===== config.mk =====
export PLATFORM = sky130hd
export DESIGN_NAME = fir_mac_engine
export DESIGN_NICKNAME = d
export VERILOG_FILES = /design/src/rtl/fir_mac_pkg.sv /design/src/rtl/fir_addr_gen.sv /design/src/rtl/fir_coef_bank.sv /design/src/rtl/fir_sample_ring.sv /design/src/rtl/fir_mac_acc.sv /design/src/rtl/fir_mac_engine.sv
export SDC_FILE = /design/constraint.sdc
export NUM_CORES = 1
export LEC_CHECK = 0
export ABC_AREA = 1
export BUFFER_PORTS_ARGS = -buffer_cell sky130_fd_sc_hd__buf_2
export CORE_MARGIN = 1.5
export CORE_UTILIZATION = 40
export CTS_CLUSTER_DIAMETER = 80
export DETAILED_ROUTE_END_ITERATION = 6
export MAX_ROUTING_LAYER = met4
export SYNTH_ARGS = -nofsm -noshare
export SYNTH_HDL_FRONTEND = slang
export SYNTH_SLANG_ARGS = --single-unit

===== constraint.sdc =====
create_clock -name clk -period 8.7 [get_ports clk]
set_input_delay 0.87 -clock clk [delete_from_list [all_inputs] [get_ports clk]]
set_output_delay 0.87 -clock clk [all_outputs]
set_load 0.02 [all_outputs]

===== src/rtl/fir_mac_pkg.sv =====
package fir_mac_pkg;

    typedef enum logic {
        ST_IDLE = 1'b0,
        ST_RUN  = 1'b1
    } run_state_e;

    function automatic int wrap_up(input int v, input int n);
        return (v >= n - 1) ? 0 : v + 1;
    endfunction

    function automatic int wrap_down(input int v, input int n);
        return (v <= 0) ? n - 1 : v - 1;
    endfunction

    function automatic int addr_bits(input int n);
        return (n > 1) ? $clog2(n) : 1;
    endfunction

endpackage


===== src/rtl/fir_addr_gen.sv =====
module fir_addr_gen
    import fir_mac_pkg::*;
#(
    parameter int N    = 8,
    parameter bit DOWN = 1'b0,
    localparam int AW  = addr_bits(N)
) (
    input  logic          clk,
    input  logic          rst,
    input  logic          load,
    input  logic          step,
    input  logic [AW-1:0] init,
    output logic [AW-1:0] cur
);
    logic [AW-1:0] ptr;
    logic [AW-1:0] nxt;

    assign cur = load ? init : ptr;

    generate
        if (DOWN) begin : g_down
            assign nxt = AW'(wrap_down(int'(cur), N));
        end else begin : g_up
            assign nxt = AW'(wrap_up(int'(cur), N));
        end
    endgenerate

    always_ff @(posedge clk) begin
        if (rst)
            ptr <= '0;
        else if (load || step)
            ptr <= nxt;
    end


    walk_step_chk: assert property (@(posedge clk) disable iff (rst)
        (step && !load) |=> (DOWN ? (ptr == (($past(ptr) == 0) ? AW'(N-1) : $past(ptr) - 1'b1))
                                  : (ptr == (($past(ptr) == AW'(N-1)) ? '0 : $past(ptr) + 1'b1))));

endmodule


===== src/rtl/fir_coef_bank.sv =====
module fir_coef_bank
    import fir_mac_pkg::*;
#(
    parameter int N   = 8,
    parameter int DW  = 16,
    localparam int AW = addr_bits(N)
) (
    input  logic                 clk,
    input  logic                 rst,
    input  logic                 we,
    input  logic [AW-1:0]        waddr,
    input  logic signed [DW-1:0] wdata,
    input  logic [AW-1:0]        raddr,
    output logic signed [DW-1:0] rdata
);
    logic signed [DW-1:0] taps [N];

    always_ff @(posedge clk) begin
        if (rst) begin
            for (int i = 0; i < N; i++) taps[i] <= '0;
        end else if (we && (int'(waddr) < N)) begin
            taps[waddr] <= wdata;
        end
    end

    assign rdata = (int'(raddr) < N) ? taps[raddr] : '0;

endmodule


===== src/rtl/fir_sample_ring.sv =====
module fir_sample_ring
    import fir_mac_pkg::*;
#(
    parameter int N   = 8,
    parameter int DW  = 16,
    localparam int AW = addr_bits(N)
) (
    input  logic                 clk,
    input  logic                 rst,
    input  logic                 wr_en,
    input  logic signed [DW-1:0] wr_data,
    input  logic [AW-1:0]        rd_addr,
    output logic signed [DW-1:0] rd_data,
    output logic [AW-1:0]        newest
);
    logic signed [DW-1:0] slot [N];
    logic [AW-1:0]        oldest;

    always_ff @(posedge clk) begin
        if (rst) begin
            oldest <= '0;
            for (int i = 0; i < N; i++) slot[i] <= '0;
        end else if (wr_en) begin
            slot[oldest] <= wr_data;
            oldest       <= AW'(wrap_up(int'(oldest), N));
        end
    end

    assign newest  = AW'(wrap_down(int'(oldest), N));
    assign rd_data = (int'(rd_addr) < N) ? slot[rd_addr] : '0;


    ring_adv_chk: assert property (@(posedge clk) disable iff (rst)
        wr_en |=> (newest == $past(oldest)));

endmodule


===== src/rtl/fir_mac_acc.sv =====
module fir_mac_acc #(
    parameter int DW   = 16,
    parameter int ACCW = 35
) (
    input  logic                   clk,
    input  logic                   rst,
    input  logic                   clr,
    input  logic                   en,
    input  logic signed [DW-1:0]   mx,
    input  logic signed [DW-1:0]   my,
    output logic signed [ACCW-1:0] acc
);
    logic signed [2*DW-1:0] prod;

    assign prod = mx * my;

    always_ff @(posedge clk) begin
        if (rst || clr)
            acc <= '0;
        else if (en)
            acc <= acc + ACCW'(prod);
    end


    acc_clear_chk: assert property (@(posedge clk) disable iff (rst)
        clr |=> (acc == '0));

endmodule


===== src/rtl/fir_mac_engine.sv =====
module fir_mac_engine
    import fir_mac_pkg::*;
#(
    parameter int N     = 8,
    parameter int DW    = 16,
    localparam int AW   = addr_bits(N),
    localparam int ACCW = 2*DW + addr_bits(N)
) (
    input  logic                   clk,
    input  logic                   rst,
    input  logic                   coef_we,
    input  logic [AW-1:0]          coef_addr,
    input  logic signed [DW-1:0]   coef_data,
    input  logic                   samp_valid,
    input  logic signed [DW-1:0]   samp_data,
    output logic                   samp_ready,
    input  logic                   start,
    output logic                   busy,
    output logic                   done,
    output logic signed [ACCW-1:0] result
);
    run_state_e           state;
    logic [AW-1:0]        steps_left;
    logic                 go, step, open;
    logic [AW-1:0]        c_addr, s_addr, newest;
    logic signed [DW-1:0] c_rd, s_rd;
    logic signed [DW-1:0] mx, my;

    assign go         = start && (state == ST_IDLE);
    assign step       = (state == ST_RUN);
    assign open       = (state == ST_IDLE) && !start;
    assign samp_ready = open;
    assign busy       = (state == ST_RUN);

    fir_coef_bank #(.N(N), .DW(DW)) i_coef (
        .clk(clk), .rst(rst), .we(coef_we && open), .waddr(coef_addr),
        .wdata(coef_data), .raddr(c_addr), .rdata(c_rd));

    fir_sample_ring #(.N(N), .DW(DW)) i_ring (
        .clk(clk), .rst(rst), .wr_en(samp_valid && open), .wr_data(samp_data),
        .rd_addr(s_addr), .rd_data(s_rd), .newest(newest));

    fir_addr_gen #(.N(N), .DOWN(1'b0)) i_cwalk (
        .clk(clk), .rst(rst), .load(go), .step(step), .init('0), .cur(c_addr));

    fir_addr_gen #(.N(N), .DOWN(1'b1)) i_swalk (
        .clk(clk), .rst(rst), .load(go), .step(step), .init(newest), .cur(s_addr));

    fir_mac_acc #(.DW(DW), .ACCW(ACCW)) i_acc (
        .clk(clk), .rst(rst), .clr(go), .en(step), .mx(mx), .my(my), .acc(result));

    always_ff @(posedge clk) begin
        if (rst) begin
            mx <= '0;
            my <= '0;
        end else if (go || step) begin
            mx <= s_rd;
            my <= c_rd;
        end
    end

    always_ff @(posedge clk) begin
        if (rst) begin
            state      <= ST_IDLE;
            steps_left <= '0;
            done       <= 1'b0;
        end else begin
            done <= 1'b0;
            if (go) begin
                state      <= ST_RUN;
                steps_left <= AW'(N-1);
            end else if (step) begin
                if (steps_left == '0) begin
                    state <= ST_IDLE;
                    done  <= 1'b1;
                end else begin
                    steps_left <= steps_left - 1'b1;
                end
            end
        end
    end


    done_pulse_chk: assert property (@(posedge clk) disable iff (rst)
        done |=> !done);


    go_busy_chk: assert property (@(posedge clk) disable iff (rst)
        go |=> busy);


    finish_chk: assert property (@(posedge clk) disable iff (rst)
        $fell(busy) |-> done);


    ring_frozen_chk: assert property (@(posedge clk) disable iff (rst)
        busy |=> $stable(newest));


    hold_chk: assert property (@(posedge clk) disable iff (rst)
        (!busy && !go) |=> $stable(result));

endmodule


==> qor.csv <==
stage,metric,value,unit
clock_network,cts_made_buffers,42,
detailed_routing,wirelength,71200,microns
power,p_total,7880,uW
critical_path,worstPathRequired,9180,ps
job,drv_cap,0,
sta,worst_pin_slew,1030,ps
critical_path,crit_type,register to register,
sta,finalClockSkew,40.6,ps
synth,syn-cell-area,26900,sq um
finish,antennaDiodeCount,0,
synth,synth-seq-area-share,34.6,%
grt,grt_use_total,21.9,%
synth,synth_cells,3175,
floorplanning,boundaryPins,78,
clock_network,cts_tree,done,
place,port-buffer-count,77,
critical_path,path_max_fanout,17,
detailed_routing,via_per_inst,4.99,
place,dp_hpwl,50200,microns
floorplanning,fp-row-count,94,
floorplanning,fp.coreArea,66200,sq um
synth,synth_top_area_share,28.5,%
detailed_routing,firstDrtPassIters,5,
power,irDropWorstVdd,0.173,mV
critical_path,endpoint_kind,register,
min_path,hold_path.class,register to register,
detailed_routing,wire_per_inst,17.6,microns
synth,yosys.area.top_type,edfxtp_1,
critical_path,cpMaxStageDelayCell,fa_1,
finish,fillers,6511,
clock_network,postCtsSetupBuffers,0,
critical_path,max_stage_delay,920,ps
sta,hold_violations,0,
grt,first_global_vias,20898,
synth,synthTopCellsByArea,"edfxtp_1 (29%), fa_1 (23%), inv_1 (9.3%)",
grt,antenna_found_initial,0,
synth,yosysWarnings,0,
sta,grt_setup_unrepaired,false,
detailed_routing,ant_nets,0,
run_status,status,"complete, no violations",
finish,layout_common_cells,"inv_1 (665), nand2_1 (606), nor2_1 (475)",
grt,grt_max_degree,66,
detailed_routing,drc,0,
clock_network,cts_buffer_depth,3,
finish,final_nets,3618,
critical_path,path_cells,"nand2_1, inv_1, fa_1, fa_1, fa_1, fa_1, fa_1, inv_1, fa_1, inv_1, ha_1, nand2_1, nor2_1, inv_1, nor3_1, nand3_1, nand4_1, nand3_1, nand2_1, inv_1",
synth,synth_ff_type,edfxtp_1,
floorplanning,die-area,68900,sq um
synth,synth_area_per_cell,8.48,sq um
synth,synth_edf_count,256,
floorplanning,initial_utilization,40.7,%
sta,fin_crit,6400,ps
floorplanning,die_y,263,microns
place,place.gp.congestion,0.950,
clock_network,clkTransAtPathRegs,60,ps
place,dp.cells,3974,
sta,fin_crit_sh,73.5,%
grt,grt_pass1_wl,116000,microns
power,power_density,269,nW/um^2
critical_path,cp.arrival,6880,ps
finish,final_common_cell,inv_1,
finish,drive_above_1_share,5.33,%
synth,async_reset_ff_share,0,%
clock_network,cts_max_level,2,
clock_network,clkSinkCount,337,
finish,fin_cells,4052,
detailed_routing,via_count,20203,
finish,syn_to_final_growth,8.72,%
clock_network,worstSkewPairLatency,590,ps
floorplanning,die_w,263,microns
sta,setup_viol_count_final,0,
detailed_routing,first_iter_violations,1705,
sta,setup_tns,0,ps
finish,post-route-util,44.2,%
power,p_leak,0.0152,uW
grt,gr-total-overflow,0,
critical_path,startpoint_type,register,
clock_network,post_cts_resized,0,
clock_network,hold_buffers,0,
clock_network,ctsRootBufferMaster,clkbuf_16,
sta,maxSlewViolCount,0,
sta,max_freq,156,MHz
synth,synth_fp_nets,3639,
synth,ys_ff_latch,337,
sta,hold_slack,482,ps
synth,netlist-cell-type-count,40,
critical_path,cp_common_cell,fa_1,
sta,maxSlewHeadroom,30.9,%
==> power breakdown <==
group	switching [uW]	internal (uW)	leakage [uW]
clock	741	1020	0.000670
sequential	167	1820	0.00332
combinational	2710	1420	0.0112
==> layout make-up <==
| type | instances | area (sq um) | area share [%] |
|---|---|---|---|
| multi-input cells | 2010 | 14500 | 49.5 |
| flip-flops and latches | 337 | 9310 | 31.8 |
| inverters | 671 | 2520 | 8.60 |
| clock buffers | 59 | 1140 | 3.91 |
| well taps | 864 | 1080 | 3.69 |
| repair buffers | 92 | 498 | 1.70 |
| clock inverters | 19 | 248 | 0.846 |
==> final timing paths <==
path                             start                          to  slack [ps]  cells past startpoint
max                 my[1]$_SDFFE_PP0P_  i_acc.acc[27]$_SDFFE_PP0P_        2300                     20
max reg2reg         my[1]$_SDFFE_PP0P_  i_acc.acc[27]$_SDFFE_PP0P_        2300                     20
min          i_acc.acc[3]$_SDFFE_PP0P_   i_acc.acc[3]$_SDFFE_PP0P_         480                      2
min reg2reg  i_acc.acc[3]$_SDFFE_PP0P_   i_acc.acc[3]$_SDFFE_PP0P_         480                      2
==> critical path, delay by kind of cell, from the launching register on <==
kind | cells | cell delay (ps)
DFF | 1 | 780
buffers and inverters | 5 | 400
and+or+nand+nor | 8 | 1260
adders and majority gates | 7 | 3860
==> cells by family after synthesis <==
kind of cell,Yosys count,synth area share [%]
buffers and inverters,828,11.7
and+or+nand+nor,1358,20.3
AOI/OAI and AO/OA,212,4.56
adders and majority gates,424,28.3
xor gates and xnor gates,16,0.520
DFF,337,34.6
==> cell usage after synthesis, drive strengths merged, types with 4 or more instances <==
library cell and count:
nand4 8, nand3 245, clkbuf 118, nor2 477, dfxtp 81, xor2 14, and2 4, o21bai 7
edfxtp 256, o21ai 107, o221ai 32, ha 114, nor3 8, a21oi 57, buf 39, fa 310
inv 670, nand2 611
==> metrics by stage <==
| step | setup WS, ps | area [sq um] |
|---|---|---|
| 2_1_floorplan | 3040 | 26900 |
| 3_3_place_gp | 2290 | 27900 |
| 3_5_place_dp | 2370 | 27900 |
| 4_1_cts | 2340 | 29300 |
| 5_1_grt | 1860 | 29300 |
| 6_report | 2300 | 29300 |
==> metal layers <==
layer / global-route usage (%) / part of all wire [%] / vias up
met2: 36.6 / 48 / 550
met1: 28.0 / 44 / 9875
met5: - / 0 / -
met4: 6.85 / 2.7 / 0
li1: - / - / 9657
met3: 2.20 / 5.1 / 121
==> sequential cells by signal (all words and copies together), names as in the netlist <==
signal,flops
my,16
steps_left,3
busy,1
i_acc.acc,35
done,1
i_swalk.ptr,3
i_ring.oldest,3
i_cwalk.ptr,3
mx,16
i_coef.taps,128
i_ring.slot,128
(Power assumes the default switching activity.)
